## src/rtl/gpe_pkg.sv

```systemverilog
package gpe_pkg;

    localparam int GPI_COUNT = 16;

    typedef enum logic [2:0] {
        PS_S0 = 3'd0,
        PS_S1 = 3'd1,
        PS_S2 = 3'd2,
        PS_S3 = 3'd3,
        PS_S4 = 3'd4,
        PS_S5 = 3'd5
    } pwr_state_e;

    typedef enum logic [1:0] {
        RT_NONE = 2'b00,
        RT_SMI  = 2'b01,
        RT_SCI  = 2'b10,
        RT_RSVD = 2'b11
    } gpi_route_e;

    typedef enum logic {
        REG_STATUS = 1'b0,
        REG_ENABLE = 1'b1
    } reg_sel_e;

    typedef struct packed {
        logic sci;
        logic smi;
    } irq_pair_t;

    // Running-state interrupt class for one GPI given its route code.
    function automatic irq_pair_t route_decode(gpi_route_e rt, logic sci_enable);
        irq_pair_t r;
        r = '0;
        case (rt)
            RT_SMI: r.smi = 1'b1;
            RT_SCI: begin
                r.sci = sci_enable;
                r.smi = !sci_enable;
            end
            default: r = '0;
        endcase
        return r;
    endfunction

endpackage

```

## src/rtl/gpe_gpi_detect.sv

```systemverilog
module gpe_gpi_detect #(
    parameter int GPI_N = gpe_pkg::GPI_COUNT
) (
    input  logic [GPI_N-1:0] gpi_pin,
    input  logic [GPI_N-1:0] gpi_is_input,
    input  logic [GPI_N-1:0] gpi_invert,
    output logic [GPI_N-1:0] gpi_active
);

    for (genvar n = 0; n < GPI_N; n++) begin : g_pin
        assign gpi_active[n] = gpi_is_input[n] & (gpi_pin[n] ^ gpi_invert[n]);
    end

endmodule

```

## src/rtl/gpe_status_regs.sv

```systemverilog
module gpe_status_regs #(
    parameter int               REG_W     = 32,
    parameter int               LOW_W     = 16,
    parameter logic [REG_W-1:0] IMPL_MASK = '1
) (
    input  logic             clk,
    input  logic             rst,
    input  logic             soft_rst,
    input  logic [REG_W-1:0] set_vec,
    input  logic [REG_W-1:0] clr_vec,
    input  logic             en_wr,
    input  logic [REG_W-1:0] en_wdata,
    output logic [REG_W-1:0] status_q,
    output logic [REG_W-1:0] enable_q
);

    logic [REG_W-1:0] status_nxt;

    always_comb begin
        status_nxt = ((status_q & ~clr_vec) | set_vec) & IMPL_MASK;
        if (soft_rst) begin
            status_nxt[REG_W-1:LOW_W] = '0;
        end
    end

    always_ff @(posedge clk) begin
        if (rst) begin
            status_q <= '0;
            enable_q <= '0;
        end else begin
            status_q <= status_nxt;
            if (en_wr) begin
                enable_q <= en_wdata & IMPL_MASK;
            end
        end
    end

    assert_reserved_zero_R7: assert property (@(posedge clk) disable iff (rst)
        ((status_q & ~IMPL_MASK) == '0) && ((enable_q & ~IMPL_MASK) == '0));

    assert_w1c_clears_R4: assert property (@(posedge clk) disable iff (rst)
        (|(clr_vec & ~set_vec)) |=> ((status_q & $past(clr_vec & ~set_vec)) == '0));

    assert_set_wins_R5: assert property (@(posedge clk) disable iff (rst)
        ((|(set_vec & IMPL_MASK)) && !soft_rst)
        |=> ((status_q & $past(set_vec & IMPL_MASK)) == $past(set_vec & IMPL_MASK)));

    assert_soft_clear_R6: assert property (@(posedge clk) disable iff (rst)
        soft_rst |=> (status_q[REG_W-1:LOW_W] == '0));

endmodule

```

## src/rtl/gpe_req_logic.sv

```systemverilog
module gpe_req_logic
    import gpe_pkg::*;
#(
    parameter int GPI_N = gpe_pkg::GPI_COUNT,
    parameter int LOW_W = 16,
    localparam int REG_W = LOW_W + GPI_N
) (
    input  logic               clk,
    input  logic               rst,
    input  logic [REG_W-1:0]   status_q,
    input  logic [REG_W-1:0]   enable_q,
    input  logic [2*GPI_N-1:0] gpi_route,
    input  logic [2:0]         pwr_state,
    input  logic               sci_en,
    output logic               wake_req,
    output logic               sci_req,
    output logic               smi_req
);

    logic [REG_W-1:0] pend;
    logic [GPI_N-1:0] gpi_sci;
    logic [GPI_N-1:0] gpi_smi;
    logic             sleeping;
    logic             low_any;

    assign pend     = status_q & enable_q;
    assign sleeping = (pwr_state != PS_S0);
    assign low_any  = |pend[LOW_W-1:0];

    for (genvar n = 0; n < GPI_N; n++) begin : g_route
        irq_pair_t cls;
        assign cls        = route_decode(gpi_route_e'(gpi_route[2*n+1:2*n]), sci_en);
        assign gpi_sci[n] = pend[LOW_W+n] & cls.sci;
        assign gpi_smi[n] = pend[LOW_W+n] & cls.smi;
    end

    assign wake_req = sleeping & (|pend);
    assign sci_req  = !sleeping & ((low_any & sci_en) | (|gpi_sci));
    assign smi_req  = !sleeping & ((low_any & !sci_en) | (|gpi_smi));

    assert_no_wake_running_R9: assert property (@(posedge clk) disable iff (rst)
        (pwr_state == PS_S0) |-> !wake_req);

    assert_no_irq_sleeping_R9: assert property (@(posedge clk) disable iff (rst)
        (pwr_state != PS_S0) |-> (!sci_req && !smi_req));

    assert_idle_quiet_R10: assert property (@(posedge clk) disable iff (rst)
        ((status_q & enable_q) == '0) |-> (!wake_req && !sci_req && !smi_req));

    assert_smi_route_R11: assert property (@(posedge clk) disable iff (rst)
        ((pwr_state == PS_S0) && status_q[LOW_W] && enable_q[LOW_W]
         && (gpi_route[1:0] == RT_SMI)) |-> smi_req);

endmodule

```

## src/rtl/gpe_event_router.sv

```systemverilog
module gpe_event_router
    import gpe_pkg::*;
#(
    parameter int GPI_N = gpe_pkg::GPI_COUNT,
    parameter logic [GPI_N-1:0] LOW_SRC_MASK = 16'h7FFF,
    localparam int LOW_W = GPI_N,
    localparam int REG_W = LOW_W + GPI_N,
    localparam logic [REG_W-1:0] IMPL_MASK = {{GPI_N{1'b1}}, LOW_SRC_MASK}
) (
    input  logic               clk,
    input  logic               rst,
    input  logic               soft_rst,
    input  logic               reg_wr,
    input  logic               reg_addr,
    input  logic [REG_W-1:0]   reg_wdata,
    output logic [REG_W-1:0]   reg_rdata,
    input  logic [GPI_N-1:0]   gpi_pin,
    input  logic [GPI_N-1:0]   gpi_is_input,
    input  logic [GPI_N-1:0]   gpi_invert,
    input  logic [2*GPI_N-1:0] gpi_route,
    input  logic [LOW_W-1:0]   hw_set,
    input  logic [2:0]         pwr_state,
    input  logic               sci_en,
    output logic               wake_req,
    output logic               sci_req,
    output logic               smi_req
);

    logic [GPI_N-1:0] gpi_active;
    logic [REG_W-1:0] set_vec;
    logic [REG_W-1:0] clr_vec;
    logic [REG_W-1:0] status_q;
    logic [REG_W-1:0] enable_q;
    logic             sel_status;
    logic             en_wr;

    assign sel_status = (reg_sel_e'(reg_addr) == REG_STATUS);
    assign en_wr      = reg_wr && !sel_status;
    assign clr_vec    = (reg_wr && sel_status) ? reg_wdata : '0;
    assign set_vec    = {gpi_active, hw_set & LOW_SRC_MASK};
    assign reg_rdata  = sel_status ? status_q : enable_q;

    gpe_gpi_detect #(.GPI_N(GPI_N)) u_detect (
        .gpi_pin      (gpi_pin),
        .gpi_is_input (gpi_is_input),
        .gpi_invert   (gpi_invert),
        .gpi_active   (gpi_active)
    );

    gpe_status_regs #(
        .REG_W     (REG_W),
        .LOW_W     (LOW_W),
        .IMPL_MASK (IMPL_MASK)
    ) u_regs (
        .clk      (clk),
        .rst      (rst),
        .soft_rst (soft_rst),
        .set_vec  (set_vec),
        .clr_vec  (clr_vec),
        .en_wr    (en_wr),
        .en_wdata (reg_wdata),
        .status_q (status_q),
        .enable_q (enable_q)
    );

    gpe_req_logic #(.GPI_N(GPI_N), .LOW_W(LOW_W)) u_req (
        .clk       (clk),
        .rst       (rst),
        .status_q  (status_q),
        .enable_q  (enable_q),
        .gpi_route (gpi_route),
        .pwr_state (pwr_state),
        .sci_en    (sci_en),
        .wake_req  (wake_req),
        .sci_req   (sci_req),
        .smi_req   (smi_req)
    );

    assert_reset_clear_R1: assert property (@(posedge clk)
        rst |=> ((status_q == '0) && (enable_q == '0)));

endmodule

```

## config.mk

```make
export PLATFORM = sky130hd
export DESIGN_NAME = gpe_event_router
export DESIGN_NICKNAME = d
export VERILOG_FILES = /design/src/rtl/gpe_pkg.sv /design/src/rtl/gpe_gpi_detect.sv /design/src/rtl/gpe_status_regs.sv /design/src/rtl/gpe_req_logic.sv /design/src/rtl/gpe_event_router.sv
export SDC_FILE = /design/constraint.sdc
export NUM_CORES = 1
export LEC_CHECK = 0
export BUFFER_PORTS_ARGS = -buffer_cell sky130_fd_sc_hd__buf_2
export CORE_MARGIN = 4
export CORE_UTILIZATION = 51
export DETAILED_ROUTE_END_ITERATION = 16
export GPL_TIMING_DRIVEN = 0
export PLACE_DENSITY = 0.86
export REMOVE_ABC_BUFFERS = 1
export SYNTH_ARGS = -nofsm -noshare
export SYNTH_HDL_FRONTEND = slang
export SYNTH_SLANG_ARGS = --single-unit
export TNS_END_PERCENT = 5
```

## constraint.sdc

```tcl
create_clock -name clk -period 4.05 [get_ports clk]
set_input_delay 0.81 -clock clk [delete_from_list [all_inputs] [get_ports clk]]
set_output_delay 0.81 -clock clk [all_outputs]
set_load 0.03 [all_outputs]
```

== Word-level counts from Yosys, hierarchy flattened ==
Cells that the tools add are included.

* Register bits: 63
* Output and inout port bits: 35
* Word-level logic and storage cells: 156

* Equal/unequal tests: 32
* Multiplexer cells: 34
* Bitwise operators: 76
* Reduce and logical (&&, ||, !) cells: 10

{| class="wikitable"
|+ Operators by type and width
! kind !! number
|-
| $and A32 B32 Y32 || 2
|-
| $mux W32 || 2
|-
| $and A1 B1 Y1 || 53
|-
| $reduce_or A16 Y1 || 3
|-
| $eq A2 B1 Y1 const B || 16
|-
| $eq A2 B2 Y1 const B || 16
|-
| $not A32 Y32 || 1
|-
| $or A32 B32 Y32 || 1
|-
| $pmux W1 S2 || 16
|-
| $reduce_or A32 Y1 || 1
|-
| $mux W1 || 16
|-
| $xor A1 B1 Y1 || 16
|-
| $reduce_bool A3 Y1 || 1
|-
| $logic_and A1 B1 Y1 || 2
|-
| $logic_not A1 Y1 || 2
|-
| $or A1 B1 Y1 || 2
|-
| $reduce_or A2 Y1 || 1
|-
| $not A1 Y1 || 1
|}

== Depth between registers and ports, before layout ==
Gate-level depths: netlist of run 1.

* Word-level depth: 6
* Depth in mapped cells: 6

== Cells and area by module ==
Synthesis of run 1 repeated with hierarchy kept, for this count alone.

* Cells, all modules: 497
* Area total of the unflattened synthesis: 4399.2 µm²

{| class="wikitable"
|+ By module, submodules not included
! module !! instances !! cells an instance !! area an instance (µm²) !! seq. area each (µm²)
|-
| gpe_status_regs || 1 || 232 || 2280.9 || 1241.2
|-
| gpe_req_logic || 1 || 157 || 1098.6 || 0.0
|-
| gpe_event_router || 1 || 76 || 779.5 || 0.0
|-
| gpe_gpi_detect || 1 || 32 || 240.2 || 0.0
|}

== Least setup slack after synthesis of run 1 ==
No wires, ideal clock.

* Path kind: input to output
* From: input gpi_route[22]
* To: output smi_req
* Data arrival time: 2.171 ns
* Required time: 3.240 ns
* Path slack: 1.069 ns
* Stages: 6
* Path buffers: 0
* Path through: inv_1 > ha_1 > or2_2 > o32ai_1 > nor4_1 > a41oi_1

* Cells in the longest elaborated chain, start to end: 6

{| class="wikitable"
|+ RTL lines
! element !! RTL line !! text
|-
| start, declared || gpe_event_router.sv:20 || <nowiki>input logic [2*GPI_N-1:0] gpi_route,</nowiki>
|-
| $eq A2 B2 Y1 / $eq A2 B1 Y1 (equally long branches) || gpe_pkg.sv:35 || <nowiki>case (rt)</nowiki>
|-
| $pmux W1 S2 * || gpe_pkg.sv:35 ||
|-
| $and A1 B1 Y1 * || gpe_req_logic.sv:34 || <nowiki>assign gpi_smi[n] = pend[LOW_W+n] & cls.smi;</nowiki>
|-
| $reduce_or A16 Y1 * || gpe_req_logic.sv:39 || <nowiki>assign smi_req = !sleeping & ((low_any & !sci_en) | (|gpi_smi));</nowiki>
|-
| $or A1 B1 Y1 * || gpe_req_logic.sv:39 ||
|-
| $and A1 B1 Y1 * || gpe_req_logic.sv:39 ||
|-
| end, declared || gpe_event_router.sv:26 || <nowiki>output logic smi_req</nowiki>
|}

Mark *: on every way between the ends. The rest lies on a longest branch, timed or not.

== Worst setup path in the final report of run 1 ==
Ends and elaborated chain as after synthesis.

==> results of run 1 <==
## sequential cells by signal, summed over array words and instances, names as in the netlist
| register | count |
|---|---|
| u_regs.status_q | 31 |
| u_regs.enable_q | 31 |
## kinds of logic after synthesis
family                   Yosys count
AND/OR/NAND/NOR                  190
AO/OA/AOI/OAI                     93
flip-flops                        62
buffers and inverters             56
adder cells (fa/ha/maj)           32
multiplexers                      31
XOR/XNOR                          16
other                              1
## layer usage
layer  vias up  track usage (%)  share of wire, %
met3        24             6.11               9.4
met4         0             9.63               1.9
met5         -                0                 0
met1      1803             28.3                39
li1       1940                -                 -
met2       196             44.9                50
## worst paths after layout
path,slack [ns],to,startpoint
worst max-delay path,0.90,smi_req,gpi_route[22]
worst max register to register,3.31,u_regs.status_q[19],u_regs.status_q[19]
worst min register to register,0.47,u_regs.enable_q[2],u_regs.enable_q[2]
worst min-delay path,0.47,u_regs.enable_q[2],u_regs.enable_q[2]
## critical path, delay by kind of cell
kind            cells  cell delay (ns)
compound gates      2             0.46
fa+ha+maj           1             0.27
buf+inv             3             0.40
simple gates        2             0.41
## per-stage QoR
stage	cells	power, mW	util [%]	hold slack, ns
floorplan	458	0.851	-	0.439
global placement	722	0.988	66.0	0.454
detailed placement	722	1.00	66.0	0.461
CTS	738	1.59	69.1	0.472
global route	738	1.66	69.2	0.500
finish	738	1.59	69.2	0.473
## cells in the mapped netlist, types with 2 or more instances
cell type	number	area share, %
a21oi_1	62	8.3
a22oi_1	23	4.6
buf_2	10	1.3
clkbuf_1	11	1.1
dfxtp_1	62	33
ha_1	32	11
inv_1	32	3.2
mux2_2	31	9.4
nand2_1	111	11
nand3_1	17	2.3
nand3b_1	2	0.40
nand4_1	6	1.0
nor2_1	31	3.1
nor3_1	9	1.2
nor4_1	4	0.67
o32ai_1	4	0.94
or2_2	3	0.50
xor2_1	16	3.8
## power groups by stage
stage | clock (mW) | combinational (mW) | sequential [mW]
after floorplan | 0 | 0.177 | 0.674
after global placement | 0 | 0.307 | 0.681
after detailed placement | 0 | 0.319 | 0.683
after CTS | 0.604 | 0.321 | 0.669
after global routing | 0.634 | 0.352 | 0.675
final | 0.598 | 0.320 | 0.670
## area by class of cell
| cell class | count | share of cell area (%) |
|---|---|---|
| clock buffer | 10 | 2.66 |
| clock inverter | 6 | 1.80 |
| inverter | 33 | 2.58 |
| multi-input combinational | 363 | 47.1 |
| sequential | 62 | 25.8 |
| tap | 96 | 2.50 |
| timing repair buffer | 168 | 17.5 |
==> qor.txt, run 1 <==
post-CTS resize count -> 0
Max Cap Violations -> 0
Fin. Hold Viols -> 0
root buffer cell -> clkbuf_8
clock share of power -> 37.6%
post-route cell area -> 4800 um^2
initial antenna violation count -> 0
async set-or-reset flop fraction in the synthesized netlist -> 0%
Most used DFF post-synth -> dfxtp_1
mux cell area share after synthesis -> 9.35%
first-pass detailed-route iteration total -> 5
max-slew violation count -> 0
Worst-path clk slew -> 0.08 ns
Synth Cell Area -> 3730 um^2
Worst path slowest cell -> a41oi_1
setup tns final -> 0 ns
outcome -> finished clean
Logic pwr share -> 20.2%
fmax -> 317 MHz
combinational family with the most area after synthesis -> simple AND/OR/NAND/NOR gates
CTS Buffer Depth -> 2
FILL cells -> 582
worst setup margin -> 0.900 ns
Via density -> 5.37
largest net degree at the start of global routing -> 48
Crit. End Element -> output port
post-synthesis cell count -> 481
clock tree sinks -> 62
Max H-tree Level -> 3
antenna-violating nets left -> 0
Leakage -> 2.37 nW
routed vias -> 3963
Setup violations, final -> 0
share of cells above drive strength 1 -> 34.3%
number of synthesized flops with an enable pin -> 0
CP Class -> primary input to output port
Initial DRC Count -> 175
io pins -> 172
Multi-input gate area -> 2260 um^2
IO Port Bufs -> 168
HP Class -> register to register
Setup Skew -> 0 ns
Avg WL per Cell -> 15.5 um
startpoint types -> primary input
Switching Share -> 29.3%
Placer Congestion -> 0.880
fraction of the mapped netlist area in adder cells -> 10.7%
CTS tree -> yes
Final min period -> 3.15 ns
commonest non-fill, non-tap cell in the layout -> buf_2
CP dominant cell by count -> buf_2
drt total wl -> 11.4 mm
DP Area -> 4580 um^2
FF/Latch Area -> 1240 um^2
post-synthesis compound-gate area fraction -> 14.8%
fin crit share -> 77.8%
flops & latches, synth -> 62
Tot GR Track Use -> 25.0%
post-synthesis xor/xnor area fraction -> 3.75%
Num CTS Buffers -> 9
Pwr Density -> 331 nW/um^2
peak supply drop -> 0.192 mV
Crit Path Max Fanout -> 2
hold depth -> 2
Largest stage delay, worst path -> 0.30 ns
Hold Buf Count CTS -> 0
Worst slew margin -> 16.1%
count of distinct cell types in the synthesized netlist -> 33
pre-CTS WS -> 0.909 ns
unrepaired setup endpoints after global routing -> false
sequential cell area fraction in the yosys report -> 33.3%
initial core utilization -> 53.7%
crit-path cells -> buf_2 > inv_1 > ha_1 > or2_2 > o32ai_1 > nor4_1 > a41oi_1 > buf_2
Nets -> 806
vias in the first global route -> 3964
first-pass GRT wire length -> 17.5 mm
Worst-Margin Slew -> 1.26 ns
Worst Reg-to-Reg Cells -> 2
DRC Markers -> 0
Worst-Skew Late Latency -> 0.33 ns
chip width -> 93.5 um
worst endpoint required time -> 3.24 ns
Pint -> 1.12 mW
Area Growth Syn to Fin -> 28.7%
most frequent cells in the layout -> 168 x buf_2, 111 x nand2_1, 62 x a21oi_1, 62 x dfxtp_1
core area -> 6940 um^2
Sw Pwr -> 0.465 mW
synthesized area per cell -> 7.76 um^2
DIE HEIGHT -> 93.5 um
num rows -> 30
CP arrival -> 2.34 ns
post-synthesis simple-gate area fraction -> 21.8%
synth warn -> 0
ANT cells -> 0
die area -> 8750 um^2
power share of the sequential group -> 42.2%
grt total ovfl -> 0
Post-CTS Setup Bufs -> 0
DP HPWL -> 8.62 mm
Note: power is estimated with default switching activity, not from simulation.
==> run 2, diff against run 1 <==
ABC_AREA = 1   (was unset)
CORE_UTILIZATION = 44   (was 51)
PLACE_DENSITY = 0.78   (was 0.86)
clock period = 2.5 ns   (was 4.05 ns; I/O delays follow)
==> qor.txt, run 2 <==
count leader, synth -> nand2_1
Crit Path Max Fanout -> 62
mux cell area share after synthesis -> 0%
first-pass detailed-route iteration total -> 5
unrepaired setup endpoints after global routing -> false
Leakage -> 2.72 nW
Num CTS Buffers -> 9
Worst path slowest cell -> inv_4
Synth Cell Area -> 3990 um^2
Initial DRC Count -> 195
FILL cells -> 876
io pins -> 172
WP buf/inv -> 3
Stages on worst setup path -> 5
crit-path cells -> clkbuf_4 > inv_4 > nand2_1 > nand2_1 > buf_2
DP Area -> 4840 um^2
Synth area leaders -> dfxtp_1 31%, nand2_1 26%, ha_1 10%, a21oi_1 8.2%, nand3_1 6.3%
antenna-violating nets left -> 0
Setup violations, final -> 0
Largest stage delay, worst path -> 0.56 ns
Via density -> 4.95
pre-CTS WS -> -1.13 ns
CTS Buffer Depth -> 2
Fin. Hold Viols -> 0
peak supply drop -> 0.414 mV
CP dominant cell by count -> nand2_1
Layout Cells excl Fill -> 907
flops & latches, synth -> 62
Max Cap Violations -> 0
post-synthesis cell count -> 644
IO Port Bufs -> 168
count of distinct cell types in the synthesized netlist -> 22
post-synthesis xor/xnor area fraction -> 2.20%
initial antenna violation count -> 0
num rows -> 34
grt total ovfl -> 0
fmax -> 430 MHz
Worst-Margin Slew -> 0.892 ns
first-pass GRT wire length -> 18.3 mm
Crit. End Element -> output port
Area Growth Syn to Fin -> 26.5%
CP arrival -> 1.83 ns
hold depth -> 3
Synth area leader -> dfxtp_1
Multi-input gate area -> 2430 um^2
CTS tree -> yes
DP HPWL -> 8.76 mm
commonest non-fill, non-tap cell in the layout -> nand2_1
placed cell count -> 892
DRC Markers -> 0
top-area cell type share of the netlist area -> 31.1%
biggest regs -> u_regs.enable_q x31, u_regs.status_q x31
most frequent cells after synthesis -> 273 x nand2_1, 65 x a21oi_1, 62 x dfxtp_1
Pwr Density -> 492 nW/um^2
post-synthesis simple-gate area fraction -> 38.9%
synth warn -> 0
Avg WL per Cell -> 13.1 um
die area -> 10700 um^2
post-route cell area -> 5050 um^2
Placer Congestion -> 0.828
Final min period -> 2.33 ns
most frequent cells in the layout -> 272 x nand2_1, 167 x buf_2, 65 x a21oi_1, 62 x dfxtp_1
Worst slew margin -> 40.5%
async set-or-reset flop fraction in the synthesized netlist -> 0%
worst endpoint required time -> 2.00 ns
outcome -> finished clean
vias in the first global route -> 4151
DIE HEIGHT -> 103 um
fraction of the mapped netlist area in adder cells -> 10.0%
delay-heaviest family, CP -> buffers and inverters
synthesized area per cell -> 6.20 um^2
drt total wl -> 11.9 mm
root buffer cell -> clkbuf_8
Most used DFF post-synth -> dfxtp_1
HP Class -> primary input to register
routed vias -> 4492
max-slew violation count -> 0
ANT cells -> 0
post-synthesis compound-gate area fraction -> 9.53%
Worst Reg-to-Reg Cells -> 2
number of synthesized flops with an enable pin -> 0
FF/Latch Area -> 1240 um^2
Max H-tree Level -> 3
Worst-path clk slew -> 0.07 ns
CP Class -> primary input to output port
Nets -> 964
setup tns final -> 0 ns
share of cells above drive strength 1 -> 24.5%
worst setup margin -> 0.173 ns
Tot GR Track Use -> 21.6%
largest net degree at the start of global routing -> 63
Worst-Skew Late Latency -> 0.33 ns
sequential cell area fraction in the yosys report -> 31.1%
Layout Utilization -> 57.6%
Setup Skew -> 0 ns
initial core utilization -> 45.5%
core area -> 8760 um^2
fin crit share -> 93.1%
startpoint types -> primary input
chip width -> 103 um
clock tree sinks -> 62
combinational family with the most area after synthesis -> simple AND/OR/NAND/NOR gates
==> run 2: cell families (layout without fill, tap and decap cells) <==
family | after synthesis | count (layout)
and+or+nand+nor | 385 | 385
buffers and inverters | 81 | 236
AOI/OAI and AO/OA | 73 | 73
DFF | 62 | 62
adders and majority gates | 32 | 32
xor gates and xnor gates | 10 | 10
other | 1 | 1
==> run 2: through the flow <==
| step | hold WS, ns | total power [mW] |
|---|---|---|
| 6_report | 0.363 | 2.48 |
| 5_1_grt | 0.349 | 2.61 |
| 4_1_cts | 0.353 | 2.50 |
| 3_5_place_dp | 0.473 | 1.63 |
| 3_3_place_gp | 0.466 | 1.61 |
| 2_1_floorplan | 0.453 | 1.37 |
==> run 2: timing repair <==
action | in CTS | in global routing
hold buffers | 0 | 0
resized for setup | 3 | 2
setup endpoints to repair | 62 | 57
buffers inserted | 0 | 0
==> run 2: layer usage <==
metal | vias up | track usage (%) | wire length, um
met5 | - | 0 | 0
met4 | 0 | 5.08 | 125
met3 | 10 | 6.04 | 1010
met2 | 157 | 38.3 | 5810
met1 | 2009 | 26.0 | 4950
li1 | 2316 | - | -
==> run 2: worst paths after layout <==
path / from / end / slack [ns]
worst max-delay path: reg_addr / reg_rdata[17] / 0.17
worst min-delay path: hw_set[10] / u_regs.status_q[10] / 0.36
worst min register to register: u_regs.enable_q[13] / u_regs.enable_q[13] / 0.48
worst max register to register: u_regs.status_q[8] / u_regs.status_q[8] / 1.82
==> run 2: cell type report <==
type                    instances  area share, %
multi-input cells             501           48.2
flip-flops and latches         62           24.6
repair buffers                168           16.7
inverters                      53           4.07
clock buffers                  11           2.80
well taps                     108           2.68
clock inverters                 4          0.942
==> run 2: power by group <==
part / switching, mW / internal, mW / total (mW)
combinational: 0.323 / 0.202 / 0.525
clock: 0.397 / 0.479 / 0.876
sequential: 0.0410 / 1.04 / 1.08
==> run 2: worst register-to-register path, delay by kind of cell (launching register included) <==
family          cells  cell delay, ns
compound gates      1            0.15
flops               1            0.34
simple gates        1            0.05
